$ cat config.mk
export PLATFORM = sky130hd
export DESIGN_NAME = chip_sweep_tester
export DESIGN_NICKNAME = d
export VERILOG_FILES = /design/src/rtl/chip_tester_pkg.sv /design/src/rtl/ct_pin_drive.sv /design/src/rtl/ct_tt_rom.sv /design/src/rtl/ct_result.sv /design/src/rtl/chip_sweep_tester.sv
export SDC_FILE = /design/constraint.sdc
export NUM_CORES = 1
export LEC_CHECK = 0
export ABC_AREA = 1
export BUFFER_PORTS_ARGS = -buffer_cell sky130_fd_sc_hd__buf_2
export CAP_MARGIN = 20
export CORE_MARGIN = 2
export CORE_UTILIZATION = 50
export DETAILED_ROUTE_END_ITERATION = 8
export HOLD_SLACK_MARGIN = 0.08
export PLACE_DENSITY_LB_ADDON = 0.05
export REMOVE_ABC_BUFFERS = 1
export SETUP_SLACK_MARGIN = 0.02
export SLEW_MARGIN = 20
export SYNTH_ARGS = -nofsm -noshare
export SYNTH_HDL_FRONTEND = slang
export SYNTH_SLANG_ARGS = --single-unit
$ cat constraint.sdc
create_clock -name clk -period 5.5 [get_ports clk]
set_clock_uncertainty 0.1 [all_clocks]
set_input_delay 1.1 -clock clk [delete_from_list [all_inputs] [get_ports clk]]
set_output_delay 1.1 -clock clk [all_outputs]
set_load 0.02 [all_outputs]
$ cat src/rtl/chip_tester_pkg.sv
package chip_tester_pkg;

  localparam int NPINS = 16;

  typedef enum logic [1:0] {
    ST_IDLE,
    ST_SETTLE,
    ST_DONE
  } seq_state_t;

  function automatic int idx_width(input int profile);
    return (profile == 0) ? 4 : 6;
  endfunction

  function automatic int cmp_width(input int profile);
    return (profile == 0) ? 4 : 5;
  endfunction

  // Expected compare word for one pattern index (low bits used).
  function automatic logic [7:0] expect_word(input int profile, input int idx);
    logic [7:0] b;
    logic [7:0] r;
    logic       en;
    b = 8'(idx);
    r = '0;
    if (profile == 0) begin
      r[0] = ~(b[0] & b[1]);
      r[1] = ~(b[2] & b[3]);
      r[2] = r[0];
      r[3] = r[1];
    end else begin
      en = b[5] & ~b[4] & ~b[3];
      for (int k = 0; k < 5; k++) begin
        r[k] = ~(en && (b[2:0] == 3'(k)));
      end
    end
    return r;
  endfunction

endpackage

$ cat src/rtl/ct_pin_drive.sv
module ct_pin_drive #(
  parameter int PROFILE = 0,
  parameter int IDX_W   = 4,
  parameter int NPINS   = 16
) (
  input  logic [IDX_W-1:0] pattern,
  output logic [NPINS-1:0] pins
);

  generate
    if (PROFILE == 0) begin : g_nand
      always_comb begin
        pins     = '0;
        pins[0]  = pattern[0];
        pins[1]  = pattern[1];
        pins[3]  = pattern[2];
        pins[4]  = pattern[3];
        pins[8]  = pattern[0];
        pins[9]  = pattern[1];
        pins[11] = pattern[2];
        pins[12] = pattern[3];
      end
    end else begin : g_decoder
      always_comb begin
        pins      = '0;
        pins[5:0] = pattern[5:0];
      end
    end
  endgenerate

endmodule

$ cat src/rtl/ct_tt_rom.sv
module ct_tt_rom #(
  parameter int PROFILE = 0,
  parameter int IDX_W   = 4,
  parameter int CMP_W   = 4
) (
  input  logic             clk,
  input  logic [IDX_W-1:0] addr,
  output logic [CMP_W-1:0] data
);

  localparam int DEPTH = 1 << IDX_W;

  logic [CMP_W-1:0] mem [DEPTH];

  initial begin
    logic [7:0] w;
    for (int i = 0; i < DEPTH; i++) begin
      w      = chip_tester_pkg::expect_word(PROFILE, i);
      mem[i] = w[CMP_W-1:0];
    end
  end

  always_ff @(posedge clk) begin
    data <= mem[addr];
  end

endmodule

$ cat src/rtl/ct_result.sv
module ct_result #(
  parameter int IDX_W = 4,
  parameter int CMP_W = 4,
  parameter int CNT_W = IDX_W + 1
) (
  input  logic             clk,
  input  logic             rst,
  input  logic             clear,
  input  logic             sample,
  input  logic [IDX_W-1:0] idx,
  input  logic [CMP_W-1:0] observed,
  input  logic [CMP_W-1:0] expected,
  output logic             hit,
  output logic [CNT_W-1:0] cnt,
  output logic [IDX_W-1:0] fail_idx,
  output logic [CMP_W-1:0] fail_obs,
  output logic [CMP_W-1:0] fail_exp
);

  logic seen;

  assign hit = sample && (observed != expected);

  always_ff @(posedge clk) begin
    if (rst || clear) begin
      cnt      <= '0;
      seen     <= 1'b0;
      fail_idx <= '0;
      fail_obs <= '0;
      fail_exp <= '0;
    end else if (hit) begin
      cnt <= cnt + 1'b1;
      if (!seen) begin
        seen     <= 1'b1;
        fail_idx <= idx;
        fail_obs <= observed;
        fail_exp <= expected;
      end
    end
  end

  // the count only grows between clears
  a_r9_count_monotone: assert property (@(posedge clk) disable iff (rst)
    !clear |=> cnt >= $past(cnt));

  // the first failure record is frozen once taken
  a_r9_first_frozen: assert property (@(posedge clk) disable iff (rst)
    (seen && !clear) |=> ($stable(fail_idx) && $stable(fail_obs) && $stable(fail_exp)));

endmodule

$ cat src/rtl/chip_sweep_tester.sv
module chip_sweep_tester #(
  parameter int PROFILE  = 0,
  parameter int SETTLE_W = 8,
  localparam int IDX_W   = chip_tester_pkg::idx_width(PROFILE),
  localparam int CMP_W   = chip_tester_pkg::cmp_width(PROFILE),
  localparam int CNT_W   = IDX_W + 1
) (
  input  logic                clk,
  input  logic                rst,
  input  logic                start,
  input  logic [SETTLE_W-1:0] settle_cycles,
  output logic [15:0]         pin_drive,
  input  logic [CMP_W-1:0]    sense,
  output logic                done,
  output logic                pass,
  output logic [CNT_W-1:0]    mismatch_count,
  output logic [IDX_W-1:0]    fail_index,
  output logic [CMP_W-1:0]    fail_observed,
  output logic [CMP_W-1:0]    fail_expected
);

  import chip_tester_pkg::*;

  localparam logic [IDX_W-1:0] LAST_IDX = '1;

  seq_state_t          state;
  logic [IDX_W-1:0]    idx;
  logic [SETTLE_W:0]   wait_q;
  logic [SETTLE_W:0]   wait_lim;
  logic                sample_now;
  logic                hit;
  logic [CMP_W-1:0]    exp_word;
  logic [NPINS-1:0]    drive_next;

  assign wait_lim   = (SETTLE_W+1)'(settle_cycles) + 1'b1;
  assign sample_now = (state == ST_SETTLE) && (wait_q == wait_lim);

  ct_pin_drive #(.PROFILE(PROFILE), .IDX_W(IDX_W), .NPINS(NPINS)) u_drive (
    .pattern (idx),
    .pins    (drive_next)
  );

  ct_tt_rom #(.PROFILE(PROFILE), .IDX_W(IDX_W), .CMP_W(CMP_W)) u_rom (
    .clk  (clk),
    .addr (idx),
    .data (exp_word)
  );

  ct_result #(.IDX_W(IDX_W), .CMP_W(CMP_W), .CNT_W(CNT_W)) u_result (
    .clk      (clk),
    .rst      (rst),
    .clear    (start),
    .sample   (sample_now),
    .idx      (idx),
    .observed (sense),
    .expected (exp_word),
    .hit      (hit),
    .cnt      (mismatch_count),
    .fail_idx (fail_index),
    .fail_obs (fail_observed),
    .fail_exp (fail_expected)
  );

  always_ff @(posedge clk) begin
    if (rst) pin_drive <= '0;
    else     pin_drive <= drive_next;
  end

  always_ff @(posedge clk) begin
    if (rst) begin
      state  <= ST_IDLE;
      idx    <= '0;
      wait_q <= '0;
      done   <= 1'b0;
      pass   <= 1'b0;
    end else if (start) begin
      state  <= ST_SETTLE;
      idx    <= '0;
      wait_q <= '0;
      done   <= 1'b0;
      pass   <= 1'b0;
    end else begin
      case (state)
        ST_SETTLE: begin
          if (sample_now) begin
            wait_q <= '0;
            if (idx == LAST_IDX) begin
              state <= ST_DONE;
              done  <= 1'b1;
              pass  <= (mismatch_count == '0) && !hit;
            end else begin
              idx <= idx + 1'b1;
            end
          end else begin
            wait_q <= wait_q + 1'b1;
          end
        end
        default: state <= state;
      endcase
    end
  end

  // done holds until a new start
  a_r7_done_holds: assert property (@(posedge clk) disable iff (rst)
    (done && !start) |=> done);

  // pass only with done and a clean count
  a_r8_pass_clean: assert property (@(posedge clk) disable iff (rst)
    pass |-> (done && mismatch_count == '0));

  // a start clears the verdict and the count
  a_r10_restart_clears: assert property (@(posedge clk) disable iff (rst)
    start |=> (!done && !pass && mismatch_count == '0));

endmodule

=== Word level (Yosys, flattened, before mapping) ===
Memory sizes are Yosys's and may differ from the RTL's. A register that Yosys moved wholly into a read port is not among the register bits.
Index checks and enable logic that the tools add are counted.

* Register bits after elaboration: 50
* Word-level logic and storage cells: 42
* Memories: 1
* Memory bits (read-only): 64
* Bits of input ports: 15
* Output and inout bits: 35

* Bitwise operators: 2
* Reduce and logical (&&, ||, !) cells: 14
* Muxes and demuxes: 5
* Equal/unequal tests: 4
* $add $sub $neg: 4

{| class="wikitable"
|+ Memory list
! name !! depth !! width !! read ports !! clocked after Yosys merged registers in !! wr ports !! RTL line !! text
|-
| u_rom.mem || 16 || 4 || 1 || 1 || 0 || ct_tt_rom.sv:13 || <nowiki>logic [CMP_W-1:0] mem [DEPTH];</nowiki>
|}

{| class="wikitable"
|+ Operator list
! cell !! count
|-
| 8-bit by 1-bit adder with 9-bit output, second input constant || 1
|-
| 9-bit by 1-bit adder with 9-bit output, second input constant || 1
|-
| 9-bit == test || 1
|-
| 9-bit 2-to-1 mux || 1
|-
| 3-bit AND reduction || 3
|-
| 2-bit nonzero test || 3
|-
| 5-bit by 1-bit adder with 5-bit output, second input constant || 1
|-
| 5-bit zero test || 1
|-
| 4-bit by 1-bit adder with 4-bit output, second input constant || 1
|-
| 4-bit == test, second input constant || 1
|-
| 1-bit 2-to-1 mux || 4
|-
| 4-bit inequality test || 1
|-
| 1-bit logical AND || 3
|-
| 2-bit by 1-bit == test with 1-bit output, second input constant || 1
|-
| 1-bit NOT || 2
|-
| 2-bit AND reduction || 1
|-
| 2-bit OR reduction || 1
|-
| 1-bit zero test || 1
|-
| 1-bit logical OR || 1
|}

=== Depth between registers and ports, before layout ===
* Word-level depth: 6
* Mapped depth: 15
* Depth with buffers taken out: 15

=== Modules after synthesis ===
Synthesis repeated with hierarchy kept, for this count alone.

* Cells, all modules: 400
* Area total of the unflattened synthesis: 2718.9 µm²

{| class="wikitable"
|+ By module, submodules not included
! module !! seq. area each (µm²) !! cells an instance !! instances !! area an instance (µm²)
|-
| chip_sweep_tester || 640.6 || 225 || 1 || 1564.0
|-
| ct_result || 360.3 || 152 || 1 || 968.4
|-
| ct_pin_drive || 0.0 || 17 || 1 || 123.9
|-
| ct_tt_rom || 40.0 || 6 || 1 || 62.6
|}

=== Least setup slack after synthesis ===
OpenSTA, ideal clock, no wires.

* Kind: input to register
* From: input port settle_cycles[0]
* To: register u_result.fail_idx[0]
* Data arrival time: 2.335 ns
* Path buffers: 1
* Setup slack: 2.952 ns
* Data required time: 5.287 ns
* Setup time: 0.113 ns
* Cell stages on the path: 10
* Path through: ha_1 xnor2_1 nand3_1 nor2_2 nand3_1 nor2_4 nand4_2 buf_6 nor2_1 nor2_1

* Cells in the longest elaborated chain, start to end: 5

{| class="wikitable"
|+ Ends and longest elaborated chain
! item !! RTL line !! text
|-
| start: declaration || chip_sweep_tester.sv:11 || <nowiki>input logic [SETTLE_W-1:0] settle_cycles,</nowiki>
|-
| 8-bit by 1-bit adder with 9-bit output || chip_sweep_tester.sv:35 || <nowiki>assign wait_lim = (SETTLE_W+1)'(settle_cycles) + 1'b1;</nowiki>
|-
| 9-bit == test || chip_sweep_tester.sv:36 || <nowiki>assign sample_now = (state == ST_SETTLE) && (wait_q == wait_lim);</nowiki>
|-
| 1-bit logical AND || chip_sweep_tester.sv:36 ||
|-
| 1-bit logical AND || ct_result.sv:22 || <nowiki>assign hit = sample && (observed != expected);</nowiki>
|-
| 2-bit AND reduction (no line) || n/a ||
|-
| end signal: assignment || ct_result.sv:35 || <nowiki>fail_idx <= idx;</nowiki>
|-
| end: declaration || ct_result.sv:15 || <nowiki>output logic [IDX_W-1:0] fail_idx,</nowiki>
|}

Every way passes these cells.
A chain may end at the register's enable or synchronous reset.

=== Final worst setup path ===
* From: input port settle_cycles[0]
* To: register u_result.fail_idx[2]

The elaborated chain is that of the path after synthesis.

==> impl_metrics.py <==
metrics = {
    "run": {
        "max_cap_violations": 0,
    },
    "pwr": {
        "p_leak_nw": 1.382,
        "power_density_nw_per_um2": 212.9,
        "vdd_drop_max_mv": 0.1514,
    },
    "routing": {
        "drt-initial-drc-count": 83,
        "drtAntennaViolNets": 0,
        "drt_wl_total_mm": 4.290,
        "wl_per_cell_um": 9.885,
        "dr.pass1.iters": 4,
        "vias_per_cell": 4.521,
        "num_vias": 1962,
        "drcViolationCount": 0,
    },
    "timing": {
        "final.min_clock_period_ps": 2827,
        "max_clock_freq_ghz": 0.3537,
        "fin_tns_setup_ps": 0,
        "holdWs_ps": 358.8,
        "finalHoldViolCount": 0,
        "drv_slew": 0,
        "fin_crit_sh": 0.5141,
        "rsz0062_at_grt": "false",
        "finalSetupViolations": 0,
    },
    "cts": {
        "root_buffer": "clkbuf_8",
        "clockBufferDepth": 2,
        "cts.clk_slew.worst_paths_ps": 80,
        "clkLatencyLatePin_ps": 290,
        "numCtsBuffers": 5,
        "htreeDepth": 2,
        "cts_setup_buffers": 0,
        "ctsResizeCount": 0,
        "clock-sinks": 38,
        "cts_tree": "yes",
        "postCtsHoldBufs": 0,
    },
    "global_route": {
        "antenna_found_initial": 0,
        "grt_max_degree": 23,
        "gr-total-overflow": 0,
        "grt_pass1_vias": 1669,
        "grtUsageTotal": 0.1806,
        "grt_pass1_wl_mm": 7.314,
    },
    "yosys": {
        "synth_seq_cells": 38,
        "synth_area_leaders": "dfxtp_1, nand2_1, inv_1",
        "avgSynthCellArea_um2": 6.441,
        "synth.top_cell.area_share": 0.3433,
        "synthCells": 344,
        "ys_types": 24,
        "synth_top_area_cell": "dfxtp_1",
        "synth-seq-area-share": 0.3433,
        "syn_area_um2": 2216,
        "synth_warnings": 0,
    },
    "worst_setup_path": {
        "crit_chain": "buf_2 > ha_1 > xnor2_1 > nand3_1 > nor2_2 > nand3_1 > nor2_4 > nand4_2 > nor2_1 > nor2_1",
        "slowest_delay_ps": 400,
        "cp-end-kind": "flop",
        "cp_data_arrival_time_ps": 2920,
        "cp_max_fo": 20,
        "start_kind": "input pin",
        "cp.required_ps": 5590,
        "path_class": "in -> reg",
        "slowest_stage": "nand4_2",
    },
    "place": {
        "finalWeightedCongestion": 0.8404,
        "portBuffers": 41,
        "dpl.hpwl_mm": 3.218,
    },
    "floorplanning": {
        "die_area_um2": 4980,
        "row_count": 24,
        "io_pins": 50,
        "die_y_um": 70.57,
        "core_um2": 4324,
        "die_w_um": 70.57,
        "start_util": 0.5124,
    },
    "cells_and_area": {
        "finalNetCount": 401,
        "final_util": 0.5683,
        "layout-drive-gt1-share": 0.1623,
        "area_delta_synth_final_pct": 10.90,
        "n_antenna_cell": 0,
    },
    "outcome": {
        "outcome": "complete, no violations",
    },
    "worst_hold_path": {
        "hold_class": "reg -> reg",
    },
}
## per-layer routing
| layer | vias to the layer above | wire length (um) | global-route usage |
|---|---|---|---|
| li1 | 1083 | - | - |
| met1 | 827 | 2231 | 0.2567 |
| met2 | 46 | 1773 | 0.2746 |
| met3 | 6 | 229 | 0.04131 |
| met4 | 0 | 55 | 0.05660 |
| met5 | - | 0 | 0 |
## kinds of logic (layout without fill, tap and decap cells)
| group | count (synthesis) | count (layout) | synth area share |
|---|---|---|---|
| buffers and inverters | 84 | 115 | 0.1812 |
| DFF | 38 | 38 | 0.3433 |
| xor gates and xnor gates | 8 | 8 | 0.03162 |
| other | 1 | 8 | 0.001692 |
| AOI/OAI and AO/OA | 14 | 14 | 0.03162 |
| and+or+nand+nor | 194 | 194 | 0.3823 |
| adders and majority gates | 5 | 5 | 0.02823 |
## cell usage in the layout (no fill, tap or decap)
cell type   synthesis  routed
a21oi_1             6       6
buf_2               0      41
buf_4              14       1
clkbuf_8            1       6
clkinv_2            0       1
clkinvlp_4          0       1
conb_1              1       8
dfxtp_1            38      38
ha_1                5       5
inv_1              64      64
inv_2               1       1
nand2_1            97      97
nand2_2             2       2
nand3_1            18      18
nand3b_1            4       4
nand4_1            10      10
nand4_2             1       1
nor2_1             52      52
nor2_2              3       3
nor2_4              4       4
nor3_1              2       2
o21ai_0             8       8
or2_2               1       1
xnor2_1             2       2
xor2_1              6       6
## through the flow
stage / instances / worst slack, ps / area [um2] / power (mW)
5_1_grt: 434 / 2353 / 2457 / 0.5468
4_1_cts: 434 / 2651 / 2457 / 0.5318
2_1_floorplan: 332 / 2803 / 2085 / 0.3131
3_3_place_gp: 426 / 2419 / 2362 / 0.3276
6_report: 434 / 2673 / 2457 / 0.5232
3_5_place_dp: 426 / 2337 / 2362 / 0.3281
## power by group
group,switching [mW],internal [mW],leakage (nW)
sequential,0.000878,0.276,0.306
clock,0.101,0.101,0.0472
combinational,0.0309,0.0139,1.03
total,0.133,0.391,1.38
## final timing paths
check                   startpoint                    to  slack, ps  cells past startpoint
hold reg to reg             idx[1]         u_rom.data[2]        360                      1
setup reg to reg         wait_q[3]  u_result.fail_idx[2]       3410                     11
hold / removal              idx[1]         u_rom.data[2]        360                      1
setup / recovery  settle_cycles[0]  u_result.fail_idx[2]       2670                     10
## critical path: cells and delay by family
family | cells | cell delay, ps
simple gates | 7 | 1180
fa+ha+maj | 1 | 330
xor+xnor | 1 | 150
buf+inv | 1 | 120
## cells in the mapped netlist (all sizes together)
| library cell | instances |
|---|---|
| xor2 | 6 |
| nand4 | 11 |
| nand3 | 18 |
| o21ai | 8 |
| buf | 17 |
| a21oi | 6 |
| ha | 5 |
| nand2 | 99 |
| or2 | 1 |
| xnor2 | 2 |
| clkbuf | 2 |
| nor2 | 59 |
| nand3b | 4 |
| inv | 65 |
| nor3 | 2 |
| dfxtp | 38 |
| conb | 1 |
## area by class of cell
class | count | area (um2)
Clock buffer | 6 | 82.58
Clock inverter | 2 | 12.51
Fill cell | 454 | 1867
Inverter | 65 | 244.0
Multi-Input combinational cell | 229 | 1080
Sequential cell | 38 | 760.7
Tap cell | 52 | 65.06
Timing Repair Buffer | 42 | 212.7
## state kept, by name, summed over array words and instances (netlist names)
| name | flops |
|---|---|
| u_result.fail_idx | 4 |
| u_result.fail_exp | 2 |
| pass | 1 |
| state | 2 |
| pin_drive | 4 |
| wait_q | 9 |
| u_rom.data | 2 |
| idx | 4 |
| u_result.fail_obs | 4 |
| u_result.seen | 1 |
| u_result.cnt | 5 |
No activity file was read; power rests on OpenSTA's default activity.
